## src/rtl/wt_pkg.sv

```systemverilog
package wt_pkg;
  localparam int ADDR_W = 64;
  localparam int LOC_W  = 32;
  localparam int NDYN   = 3;
  localparam int NPIN   = 2;
  localparam int NREC   = NDYN + NPIN;
  localparam int IDX_W  = $clog2(NREC);
  localparam int DYN_W  = $clog2(NDYN);
  localparam int PIN_W  = (NPIN > 1) ? $clog2(NPIN) : 1;

  typedef enum logic [1:0] {S_IDLE, S_WHI, S_WLO, S_RSP} wt_state_t;
endpackage

```

## src/rtl/wt_match.sv

```systemverilog
module wt_match #(
  parameter int N   = 5,
  parameter int AW  = 64,
  parameter int LW  = 32
) (
  input  logic [AW-1:0] addr,
  input  logic          vld  [N],
  input  logic [AW-1:0] tag  [N],
  input  logic [AW-1:0] mask [N],
  input  logic [LW-1:0] base [N],
  output logic [N-1:0]  hit_vec,
  output logic [LW-1:0] loc  [N]
);
  for (genvar i = 0; i < N; i++) begin : g_rec
    logic [AW-1:0] off;
    assign off        = addr & ~mask[i];
    assign hit_vec[i] = vld[i] && ((addr & mask[i]) == tag[i]);
    assign loc[i]     = base[i] + off[LW-1:0];
  end
endmodule

```

## src/rtl/wt_pick.sv

```systemverilog
module wt_pick #(
  parameter int N  = 5,
  parameter int IW = 3
) (
  input  logic [N-1:0]  vec,
  output logic          any,
  output logic [IW-1:0] idx
);
  always_comb begin
    any = |vec;
    idx = '0;
    for (int i = N - 1; i >= 0; i--) begin
      if (vec[i]) idx = IW'(i);
    end
  end
endmodule

```

## src/rtl/wt_rr.sv

```systemverilog
module wt_rr #(
  parameter int N = 3,
  parameter int W = 2
) (
  input  logic         clk,
  input  logic         rst_n,
  input  logic         adv,
  output logic [W-1:0] ptr
);
  always_ff @(posedge clk or negedge rst_n) begin
    if (!rst_n)   ptr <= '0;
    else if (adv) ptr <= (ptr == W'(N - 1)) ? '0 : ptr + 1'b1;
  end
endmodule

```

## src/rtl/wt_xlate.sv

```systemverilog
module wt_xlate
  import wt_pkg::*;
#(
  parameter int          DYN_SHIFT     = 24,
  parameter int          PIN_SHIFT     = 26,
  parameter logic [31:0] DYN_BASE0     = 32'h0700_0000,
  parameter logic [31:0] DYN_BASE1     = 32'h0900_0000,
  parameter logic [31:0] DYN_BASE2     = 32'h0A00_0000,
  parameter logic [31:0] PIN_BASE0     = 32'h8000_0000,
  parameter logic [31:0] PIN_BASE1     = 32'h8400_0000,
  parameter logic [31:0] REGLOC_BASE   = 32'h0000_1000,
  parameter logic [31:0] REGLOC_STRIDE = 32'h0000_0010
) (
  input  logic              clk,
  input  logic              rst_n,
  input  logic              cfg_we,
  input  logic [PIN_W-1:0]  cfg_sel,
  input  logic [ADDR_W-1:0] cfg_tag,
  input  logic              req_valid,
  output logic              req_ready,
  input  logic [ADDR_W-1:0] req_addr,
  output logic              rsp_valid,
  input  logic              rsp_ready,
  output logic [LOC_W-1:0]  rsp_addr,
  output logic              rsp_hit,
  output logic [IDX_W-1:0]  rsp_slot,
  output logic              win_valid,
  input  logic              win_ready,
  output logic [LOC_W-1:0]  win_addr,
  output logic [LOC_W-1:0]  win_data
);
  localparam logic [ADDR_W-1:0] DYN_MASK = ~((ADDR_W'(1) << DYN_SHIFT) - ADDR_W'(1));
  localparam logic [ADDR_W-1:0] PIN_MASK = ~((ADDR_W'(1) << PIN_SHIFT) - ADDR_W'(1));
  localparam logic [LOC_W-1:0]  BASES [NREC] = '{DYN_BASE0, DYN_BASE1, DYN_BASE2,
                                                 PIN_BASE0, PIN_BASE1};

  // record storage
  logic              vld_q  [NREC];
  logic [ADDR_W-1:0] tag_q  [NREC];
  logic [ADDR_W-1:0] mask_a [NREC];
  logic [LOC_W-1:0]  base_a [NREC];
  logic [LOC_W-1:0]  loc_a  [NREC];
  logic [NREC-1:0]   hit_vec;
  logic              any_hit;
  logic [IDX_W-1:0]  hit_idx;
  logic [DYN_W-1:0]  rr_ptr;

  wt_state_t         st_q;
  logic [LOC_W-1:0]  rsp_addr_q;
  logic              rsp_hit_q;
  logic [IDX_W-1:0]  slot_q;
  logic [LOC_W-1:0]  hi_q;
  logic [LOC_W-1:0]  lo_q;
  logic              accept;
  logic              miss_go;
  logic [LOC_W-1:0]  regloc;

  for (genvar i = 0; i < NREC; i++) begin : g_cfg
    assign mask_a[i] = (i < NDYN) ? DYN_MASK : PIN_MASK;
    assign base_a[i] = BASES[i];
  end

  wt_match #(.N(NREC), .AW(ADDR_W), .LW(LOC_W)) u_match (
    .addr    (req_addr),
    .vld     (vld_q),
    .tag     (tag_q),
    .mask    (mask_a),
    .base    (base_a),
    .hit_vec (hit_vec),
    .loc     (loc_a)
  );

  wt_pick #(.N(NREC), .IW(IDX_W)) u_pick (
    .vec (hit_vec),
    .any (any_hit),
    .idx (hit_idx)
  );

  assign accept  = req_valid && req_ready;
  assign miss_go = accept && !any_hit;

  wt_rr #(.N(NDYN), .W(DYN_W)) u_rr (
    .clk   (clk),
    .rst_n (rst_n),
    .adv   (miss_go),
    .ptr   (rr_ptr)
  );

  // record updates: pinned through the configuration port, dynamic by refill
  always_ff @(posedge clk or negedge rst_n) begin
    if (!rst_n) begin
      for (int i = 0; i < NREC; i++) begin
        vld_q[i] <= 1'b0;
        tag_q[i] <= '0;
      end
    end else begin
      for (int i = 0; i < NREC; i++) begin
        if (i >= NDYN && cfg_we && (int'(cfg_sel) == i - NDYN)) begin
          vld_q[i] <= 1'b1;
          tag_q[i] <= cfg_tag & PIN_MASK;
        end
        if (i < NDYN && miss_go && (int'(rr_ptr) == i)) begin
          vld_q[i] <= 1'b1;
          tag_q[i] <= req_addr & DYN_MASK;
        end
      end
    end
  end

  // request / programming / response sequencing
  always_ff @(posedge clk or negedge rst_n) begin
    if (!rst_n) begin
      st_q       <= S_IDLE;
      rsp_addr_q <= '0;
      rsp_hit_q  <= 1'b0;
      slot_q     <= '0;
      hi_q       <= '0;
      lo_q       <= '0;
    end else begin
      case (st_q)
        S_IDLE: if (accept) begin
          if (any_hit) begin
            rsp_addr_q <= loc_a[hit_idx];
            rsp_hit_q  <= 1'b1;
            slot_q     <= hit_idx;
            st_q       <= S_RSP;
          end else begin
            rsp_addr_q <= loc_a[IDX_W'(rr_ptr)];
            rsp_hit_q  <= 1'b0;
            slot_q     <= IDX_W'(rr_ptr);
            hi_q       <= req_addr[ADDR_W-1:ADDR_W-LOC_W];
            lo_q       <= req_addr[LOC_W-1:0] & DYN_MASK[LOC_W-1:0];
            st_q       <= S_WHI;
          end
        end
        S_WHI:   if (win_ready) st_q <= S_WLO;
        S_WLO:   if (win_ready) st_q <= S_RSP;
        default: if (rsp_ready) st_q <= S_IDLE;
      endcase
    end
  end

  assign regloc    = REGLOC_BASE + LOC_W'(slot_q) * REGLOC_STRIDE;
  assign req_ready = (st_q == S_IDLE);
  assign rsp_valid = (st_q == S_RSP);
  assign rsp_addr  = rsp_addr_q;
  assign rsp_hit   = rsp_hit_q;
  assign rsp_slot  = slot_q;
  assign win_valid = (st_q == S_WHI) || (st_q == S_WLO);
  assign win_addr  = (st_q == S_WHI) ? regloc + 32'd4 : regloc;
  assign win_data  = (st_q == S_WHI) ? hi_q : lo_q;
endmodule

```

## config.mk

```make
export PLATFORM = sky130hd
export DESIGN_NAME = wt_xlate
export DESIGN_NICKNAME = d
export VERILOG_FILES = /design/src/rtl/wt_pkg.sv /design/src/rtl/wt_match.sv /design/src/rtl/wt_pick.sv /design/src/rtl/wt_rr.sv /design/src/rtl/wt_xlate.sv
export SDC_FILE = /design/constraint.sdc
export NUM_CORES = 1
export LEC_CHECK = 0
export CORE_MARGIN = 5
export CORE_UTILIZATION = 58
export CTS_CLUSTER_SIZE = 12
export DETAILED_ROUTE_END_ITERATION = 8
export HOLD_SLACK_MARGIN = 0.12
export PLACE_DENSITY = 0.91
export SLEW_MARGIN = 20
export SYNTH_ARGS = -nofsm -noshare
export SYNTH_HDL_FRONTEND = slang
export SYNTH_SLANG_ARGS = --single-unit
```

## constraint.sdc

```tcl
create_clock -name clk -period 4.8 [get_ports clk]
set_clock_uncertainty 0.1 [all_clocks]
set_input_delay 0.72 -clock clk [delete_from_list [all_inputs] [get_ports clk]]
set_output_delay 0.72 -clock clk [all_outputs]
set_load 0.05 [all_outputs]
```

==> results of run 1 <==
final timing paths:
path                              start            to  slack (ns)
max                        req_addr[47]  rsp_addr[31]        0.82
min                         rsp_addr[3]   rsp_addr[3]        0.38
max reg2reg                  tag_q[153]  rsp_addr[31]        1.56
min reg2reg                 rsp_addr[3]   rsp_addr[3]        0.38
max in group asynchronous         rst_n    tag_q[249]        2.79
min in group asynchronous         rst_n    tag_q[225]        0.54
per-stage QoR:
step	hold slack, ns	power [mW]	worst slack, ns	utilization, %
global route	0.399	11.4	0.660	70.2
finish	0.375	10.9	0.820	70.2
CTS	0.226	10.9	0.972	70.0
floorplan	0.324	7.38	1.68	-
global placement	0.358	8.55	0.495	66.5
detailed placement	0.362	8.75	0.410	66.5
Yosys cell counts, types with 4 or more instances:
master,number,area share (%)
sky130_fd_sc_hd__buf_6,12,0.92
sky130_fd_sc_hd__o2111ai_1,4,0.24
sky130_fd_sc_hd__nand2_1,93,2.4
sky130_fd_sc_hd__nand3_1,21,0.72
sky130_fd_sc_hd__clkbuf_1,14,0.36
sky130_fd_sc_hd__or4_1,4,0.21
sky130_fd_sc_hd__inv_1,19,0.49
sky130_fd_sc_hd__ha_1,12,1.0
sky130_fd_sc_hd__nor4_1,45,1.9
sky130_fd_sc_hd__buf_4,34,1.7
sky130_fd_sc_hd__dfrtp_1,278,48
sky130_fd_sc_hd__o21ai_0,6,0.21
sky130_fd_sc_hd__buf_2,36,1.2
sky130_fd_sc_hd__mux2_4,67,6.9
sky130_fd_sc_hd__nand2b_1,24,1.0
sky130_fd_sc_hd__buf_1,6,0.15
sky130_fd_sc_hd__nor2_1,11,0.28
sky130_fd_sc_hd__xnor2_1,125,7.5
sky130_fd_sc_hd__nor3_1,12,0.41
sky130_fd_sc_hd__nand4_1,62,2.7
sky130_fd_sc_hd__buf_12,7,0.96
sky130_fd_sc_hd__mux2_1,82,6.3
sky130_fd_sc_hd__mux2_2,94,7.2
sky130_fd_sc_hd__and2_1,25,1.1
sky130_fd_sc_hd__xor2_1,62,3.7
flip-flops by register name, indices dropped and copies added (netlist names):
| register | cells |
|---|---|
| vld_q | 5 |
| st_q | 2 |
| rsp_hit | 1 |
| rsp_addr | 29 |
| u_rr.ptr | 2 |
| hi_q | 32 |
| lo_q | 8 |
| tag_q | 196 |
| rsp_slot | 3 |
logic make-up (layout without fill, tap and decap cells):
group,after synthesis,after routing,share of synthesized area [%]
DFF,278,278,47.6
buffers and inverters,128,296,5.86
muxes,246,246,20.6
xor gates and xnor gates,187,187,11.2
and+or+nand+nor,318,318,12.0
adders and majority gates,12,12,1.03
other,2,31,0.0514
AOI/OAI and AO/OA,32,32,1.65
routing by layer:
metal,wire (um),global-route usage [%]
met3,3610,5.25
met4,2700,15.2
met1,15500,36.1
met5,0,0
met2,18200,44.2
cell type report:
class	instances	area share (%)
Sequential cell	278	39.6
Tap cell	330	2.35
Timing Repair Buffer	229	13.3
Clock inverter	5	0.178
Inverter	19	0.406
Multi-Input combinational cell	826	39.5
Clock buffer	43	4.77
critical path, delay by kind of cell:
kind            cells  cell delay [ns]
simple gates        3             0.95
buf+inv             2             0.95
fa+ha+maj           1             0.23
mux                 2             0.39
compound gates      2             0.63
xor+xnor            1             0.41
power groups by stage:
stage / clock network, mW / logic (mW) / registers, mW
6_report: 2.11 / 4.83 / 3.97
2_1_floorplan: 0 / 3.14 / 4.23
5_1_grt: 2.23 / 5.12 / 4.07
4_1_cts: 2.12 / 4.83 / 3.95
3_3_place_gp: 0 / 4.66 / 3.89
3_5_place_dp: 0 / 4.79 / 3.96
==> Implementation_results.wiki, run 1 <==
{| class="wikitable"
! Metric !! Value
|-
| Number of standard cells after synthesis || 1203
|-
| Endpoint type of the worst setup path || flip-flop
|-
| P&R area growth vs syn || 20.2%
|-
| Gpl congestion || 0.996
|-
| Final ANT Viol Nets || 0
|-
| Mapped cell area || 14600 um^2
|-
| Avg Vias per Cell || 5.97
|-
| Kind of path behind the tightest hold check || flip-flop to flip-flop
|-
| Vias after detailed routing || 10300
|-
| Total CTS buffers || 29
|-
| Number of global-route vias before repair || 10800
|-
| Cts-stage hold buffer count || 0
|-
| Master of the slowest instance on the critical path || sky130_fd_sc_hd__clkdlybuf4s50_1
|-
| Floorplan die area || 28500 um^2
|-
| Critical path, cell by cell || clkdlybuf4s50_1 > xnor2_1 > nand4b_1 > nor4_1 > nand4_1 > a221oi_1 > inv_1 > ha_1 > mux2_2 > mux2i_1 > o21ai_0
|-
| Actual slew at the worst max-slew pin || 0.808 ns
|-
| Die Y-Extent || 169 um
|-
| Post-route standard cell area excluding fillers || 17600 um^2
|-
| First-pass GRT wire length || 61700 um
|-
| Time the worst path needs with I/O delays and setup || 3.98 ns
|-
| Power spent charging and discharging nets || 4.29 mW
|-
| Worst vdd rail ir drop || 0.638 mV
|-
| Area of placed instances || 16600 um^2
|-
| Detailed-router iteration count before antenna repair || 5
|-
| CTS sink cnt || 278
|-
| Effective utilization at floorplan || 58.4%
|-
| Switching share of power || 39.4%
|-
| Yosys synthesis warning count || 0
|-
| GRT overflow || 0
|-
| Clk Tree Root Cell || sky130_fd_sc_hd__clkbuf_16
|-
| Relative slew slack || 46.0%
|-
| TritonCTS clock tree || done
|-
| Startpoint types || primary input
|-
| Maximum fanout count along the critical path || 9
|-
| Crit Path Class || primary input to flip-flop
|-
| Cell depth of the worst min-delay path || 2
|-
| Area of the multi-input gates || 6940 um^2
|-
| Number of setup violations in the final report || 0
|-
| Slowest stage delay, CP || 0.80 ns
|-
| Source-to-sink clock delay at the later pin of the worst-skew pair || 0.55 ns
|-
| Aggregate global-route resource usage || 27.8%
|-
| Clock-pin slew on the worst setup and hold paths || 0.06 ns
|-
| Rows || 58
|-
| Core Box Area || 25000 um^2
|-
| Most common library cell in the layout ignoring fill and taps || sky130_fd_sc_hd__dfrtp_1
|-
| Net total in the final layout || 1530
|-
| Final cycle utilization of the critical path || 82.9%
|-
| Ratio of cells with drive above 1 in the final layout || 18.6%
|-
| Total placed cells including tap cells || 1679
|-
| IO Port Bufs || 180
|-
| Number of flops mapped to enable cells by yosys || 0
|-
| HPWL reported at the end of detailed placement || 28500 um
|-
| Combinational fraction of design power || 44.3%
|-
| Cell Pwr Density || 620 nW/um^2
|-
| Hold violation total from the final report || 0
|-
| Post-synthesis sequential area ratio || 47.6%
|-
| Async set-or-reset flop fraction in the synthesized netlist || 100%
|-
| Average wire length per cell after detail routing || 23.1 um
|-
| Required time of the worst setup path || 5.12 ns
|-
| Maximum number of pins on one net before global-route repair || 135
|-
| Seq cells post-synth || 278
|-
| Combined flip-flop and latch cell area || 6960 um^2
|-
| Internal power || 6.61 mW
|-
| Number of gates given a new drive strength after cts || 0
|-
| Run status || completed
|-
| H-tree levels || 1
|-
| Post-route setup TNS || 0 ns
|-
| Number of buffers inserted by post-CTS setup repair || 0
|-
| Commonest cells after routing, fill and taps aside || sky130_fd_sc_hd__dfrtp_1, sky130_fd_sc_hd__clkdlybuf4s50_1, sky130_fd_sc_hd__xnor2_1
|-
| Maximum clock frequency || 0.251 GHz
|-
| Leakage power total || 7.61 nW
|-
| Share of power burned in the clock network || 19.3%
|-
| Count of unresolved DRC violations after routing || 0
|-
| I/O pin cnt || 238
|-
| Register-to-Register Path Depth || 10
|-
| Maximum count of clock buffers along a single path || 3
|-
| Seq pwr share || 36.4%
|-
| Drt first-iter violations || 1086
|-
| Leading register cell type out of synthesis || sky130_fd_sc_hd__dfrtp_1
|-
| Count of non-filler cells in the finished layout || 1730
|-
| Number of antenna violations at the first check in global routing || 0
|-
| Total Wirelength || 40000 um
|-
| Reported max-cap violation count || 0
|-
| Number of distinct library cells after synthesis || 54
|-
| Filler cell count in the final layout || 1607
|-
| Setup repair after global routing missed its margin || no
|-
| Post-Syn Area per Cell || 12.2 um^2
|-
| Width of the die || 169 um
|-
| Diode insertion count for antenna repair || 0
|-
| Data arrival time of the critical path || 4.30 ns
|-
| Number of slew-limit violations in the final report || 0
|}
(Power assumes the default switching activity.)
==> run 2: changes to the inputs <==
--- a/config.mk
+++ b/config.mk
@@ -6,11 +6,11 @@
 export NUM_CORES = 1
 export LEC_CHECK = 0
 export CORE_MARGIN = 5
-export CORE_UTILIZATION = 58
+export CORE_UTILIZATION = 49
 export CTS_CLUSTER_SIZE = 12
 export DETAILED_ROUTE_END_ITERATION = 8
 export HOLD_SLACK_MARGIN = 0.12
-export PLACE_DENSITY = 0.91
+export PLACE_DENSITY = 0.82
 export SLEW_MARGIN = 20
 export SYNTH_ARGS = -nofsm -noshare
 export SYNTH_HDL_FRONTEND = slang
==> constraint.sdc (replaced) <==
create_clock -name clk -period 3.59 [get_ports clk]
set_clock_uncertainty 0.1 [all_clocks]
set_input_delay 0.5385 -clock clk [delete_from_list [all_inputs] [get_ports clk]]
set_output_delay 0.5385 -clock clk [all_outputs]
set_load 0.05 [all_outputs]
==> run 2 against run 1 <==
Net effect:
- sequential share of layout area shrank 2.9 points
- combinational power grew 42%
- hold slack is essentially flat
- register-to-register slack lost 1.1 ns
- routed wire length grew 3.9%
- critical path type is now flip-flop to primary output
==> Implementation_results.wiki, run 2 (same netlist as run 1, synthesis figures left out) <==
{| class="wikitable"
! Metric !! Value
|-
| Run status || completed (unchanged)
|-
| Maximum fanout count along the critical path || 33 (was 9)
|-
| Avg Vias per Cell || 5.54 (was 5.97)
|-
| Number of global-route vias before repair || 11200 (was 10800)
|-
| Startpoint of the most critical setup path || st_q[1] (was req_addr[47])
|-
| Clock-pin slew on the worst setup and hold paths || 0.06 ns (about the same)
|-
| Post-route standard cell area excluding fillers || 19000 um^2 (was 17600 um^2)
|-
| Average wire length per cell after detail routing || 21.7 um (was 23.1 um)
|-
| Gpl congestion || 0.917 (was 0.996)
|-
| Width of the die || 183 um (was 169 um)
|-
| Final ANT Viol Nets || 0 (unchanged)
|-
| GRT overflow || 0 (unchanged)
|-
| CTS sink cnt || 278 (unchanged)
|-
| Reported max-cap violation count || 0 (unchanged)
|-
| Source-to-sink clock delay at the later pin of the worst-skew pair || 0.56 ns (was 0.55 ns)
|-
| Effective utilization at floorplan || 49.5% (was 58.4%)
|-
| Maximum count of clock buffers along a single path || 3 (unchanged)
|-
| Diode insertion count for antenna repair || 0 (unchanged)
|-
| HPWL reported at the end of detailed placement || 31100 um (was 28500 um)
|-
| Area of placed instances || 18000 um^2 (was 16600 um^2)
|-
| Setup repair after global routing missed its margin || no (unchanged)
|-
| I/O pin cnt || 238 (unchanged)
|-
| Drt first-iter violations || 830 (was 1086)
|-
| Floorplan die area || 33400 um^2 (was 28500 um^2)
|-
| Clk Tree Root Cell || sky130_fd_sc_hd__clkbuf_16 (unchanged)
|-
| Final cycle utilization of the critical path || 93.9%
|-
| Number of setup violations in the final report || 0 (unchanged)
|-
| P&R area growth vs syn || 29.7% (was 20.2%)
|-
| Most common library cell in the layout ignoring fill and taps || sky130_fd_sc_hd__dfrtp_1 (unchanged)
|-
| Hold violation total from the final report || 0 (unchanged)
|-
| Time the worst path needs with I/O delays and setup || 3.37 ns
|-
| Rows || 63 (was 58)
|-
| Net total in the final layout || 1657 (was 1530)
|-
| Worst setup margin || 0.218 ns (was 0.820 ns)
|-
| Maximum number of pins on one net before global-route repair || 106 (was 135)
|-
| Total Wirelength || 41600 um (was 40000 um)
|-
| Crit Path Class || flip-flop to primary output (was primary input to flip-flop)
|-
| H-tree levels || 1 (unchanged)
|-
| Detailed-router iteration count before antenna repair || 6 (was 5)
|-
| Total CTS buffers || 30 (was 29)
|-
| Maximum clock frequency || 0.297 GHz
|-
| FF-to-FF Start || tag_q[101] (was tag_q[153])
|-
| Routed length on met1 || 16900 um (was 15500 um)
|-
| Top layer reached by signal wires || met4 (unchanged)
|-
| Required time of the worst setup path || 2.95 ns (was 5.12 ns)
|-
| Util after Layout || 64.2% (was 70.2%)
|-
| Worst vdd rail ir drop || 0.725 mV (was 0.638 mV)
|-
| Die Y-Extent || 183 um (was 169 um)
|-
| Ratio of cells with drive above 1 in the final layout || 25.9% (was 18.6%)
|-
| Aggregate global-route resource usage || 24.5% (was 27.8%)
|-
| Commonest cells after routing, fill and taps aside || sky130_fd_sc_hd__dfrtp_1, sky130_fd_sc_hd__clkdlybuf4s50_1, sky130_fd_sc_hd__buf_4 (was sky130_fd_sc_hd__dfrtp_1, sky130_fd_sc_hd__clkdlybuf4s50_1, sky130_fd_sc_hd__xnor2_1)
|-
| Met3 Routed Length || 3300 um (was 3610 um)
|-
| Startpoint types || flip-flop (was primary input)
|-
| First-pass GRT wire length || 64000 um (was 61700 um)
|-
| TritonCTS clock tree || done (unchanged)
|-
| Register with the most flip-flops || tag_q (unchanged)
|-
| Kind of path behind the tightest hold check || flip-flop to flip-flop (unchanged)
|-
| Endpoint type of the worst setup path || primary output (was flip-flop)
|-
| Relative slew slack || 48.0% (was 46.0%)
|-
| Number of antenna violations at the first check in global routing || 1 (was 0)
|-
| Data arrival time of the critical path || 2.73 ns (was 4.30 ns)
|-
| IO Port Bufs || 180 (unchanged)
|-
| Number of slew-limit violations in the final report || 0 (unchanged)
|-
| Worst reg2reg setup slack || 0.48 ns (was 1.56 ns)
|-
| Count of unresolved DRC violations after routing || 0 (unchanged)
|-
| Cell Pwr Density || 798 nW/um^2 (was 620 nW/um^2)
|-
| Actual slew at the worst max-slew pin || 0.777 ns (was 0.808 ns)
|-
| Leakage power total || 8.37 nW (was 7.61 nW)
|-
| Pre-CTS setup slack || -0.259 ns (was 0.410 ns)
|-
| Total length of routed met2 wires || 19300 um (was 18200 um)
|-
| Core Box Area || 29600 um^2 (was 25000 um^2)
|-
| Vias after detailed routing || 10600 (was 10300)
|-
| Worst Min Path Start || rsp_addr[22] (was rsp_addr[3])
|-
| Max reg flops || 196 (unchanged)
|}
==> run 2: cell types whose count changed in the layout (fill, tap and decap cells not counted), sizes merged <==
cell / change
clkbuf: -2
inv: -1
buf: +129
clkdlybuf4s50: -3
clkinv: +4
bufinv: +1
==> run 2: repair_timing <==
| action | in CTS | in global routing |
|---|---|---|
| hold endpoints to repair | 50 | 0 |
| endpoints found under the setup margin | 0 | 0 |
| gates resized for setup | 0 | 0 |
| buffers inserted | 0 | 0 |
| hold buffers | 1 | 0 |
==> run 2: area by class of cell <==
type / count / area [um^2]
Clock buffer: 41 / 872
Clock inverter: 9 / 83.8
Fill cell: 2205 / 10600
Inverter: 19 / 71.3
Multi-Input combinational cell: 826 / 6940
Sequential cell: 278 / 6960
Tap cell: 390 / 488
Timing Repair Buffer: 355 / 3550
==> run 2: power breakdown <==
part           leakage, nW  switching, mW  internal [mW]
clock network        0.475           1.23           1.75
logic                 4.57           3.73           3.13
registers             3.33          0.887           4.40
total                 8.37           5.85           9.28
==> run 2: worst max-delay path: stages, from the launching register on <==
cell	delay [ns]
sky130_fd_sc_hd__dfrtp_1	0.43
sky130_fd_sc_hd__inv_1	0.10
sky130_fd_sc_hd__ha_1	0.18
sky130_fd_sc_hd__buf_4	0.34
sky130_fd_sc_hd__mux2_2	0.38
sky130_fd_sc_hd__clkdlybuf4s50_1	0.73
==> run 2: per-stage QoR <==
step	hold WS, ns	TNS [ns]	total power [mW]	instances
floorplan	0.143	0	9.86	1232
global placement	0.358	-23.20	11.9	1867
detailed placement	0.364	-26.30	12.1	1867
CTS	0.377	0	15.2	1918
global route	0.403	0	15.9	1918
finish	0.375	0	15.1	1918
==> run 2: worst paths after layout <==
| kind | end | cells past startpoint |
|---|---|---|
| max | win_data[26] | 5 |
| min | rsp_addr[22] | 2 |
| max reg2reg | rsp_addr[31] | 10 |
| min reg2reg | rsp_addr[22] | 2 |
| max in group asynchronous | hi_q[19] | 3 |
| min in group asynchronous | tag_q[224] | 2 |
==> run 2: metal layers <==
metal / up-vias / global-route usage, %
met5: - / 0
met4: 0 / 10.3
met3: 124 / 4.24
met2: 469 / 39.9
met1: 5321 / 32.8
li1: 4716 / -
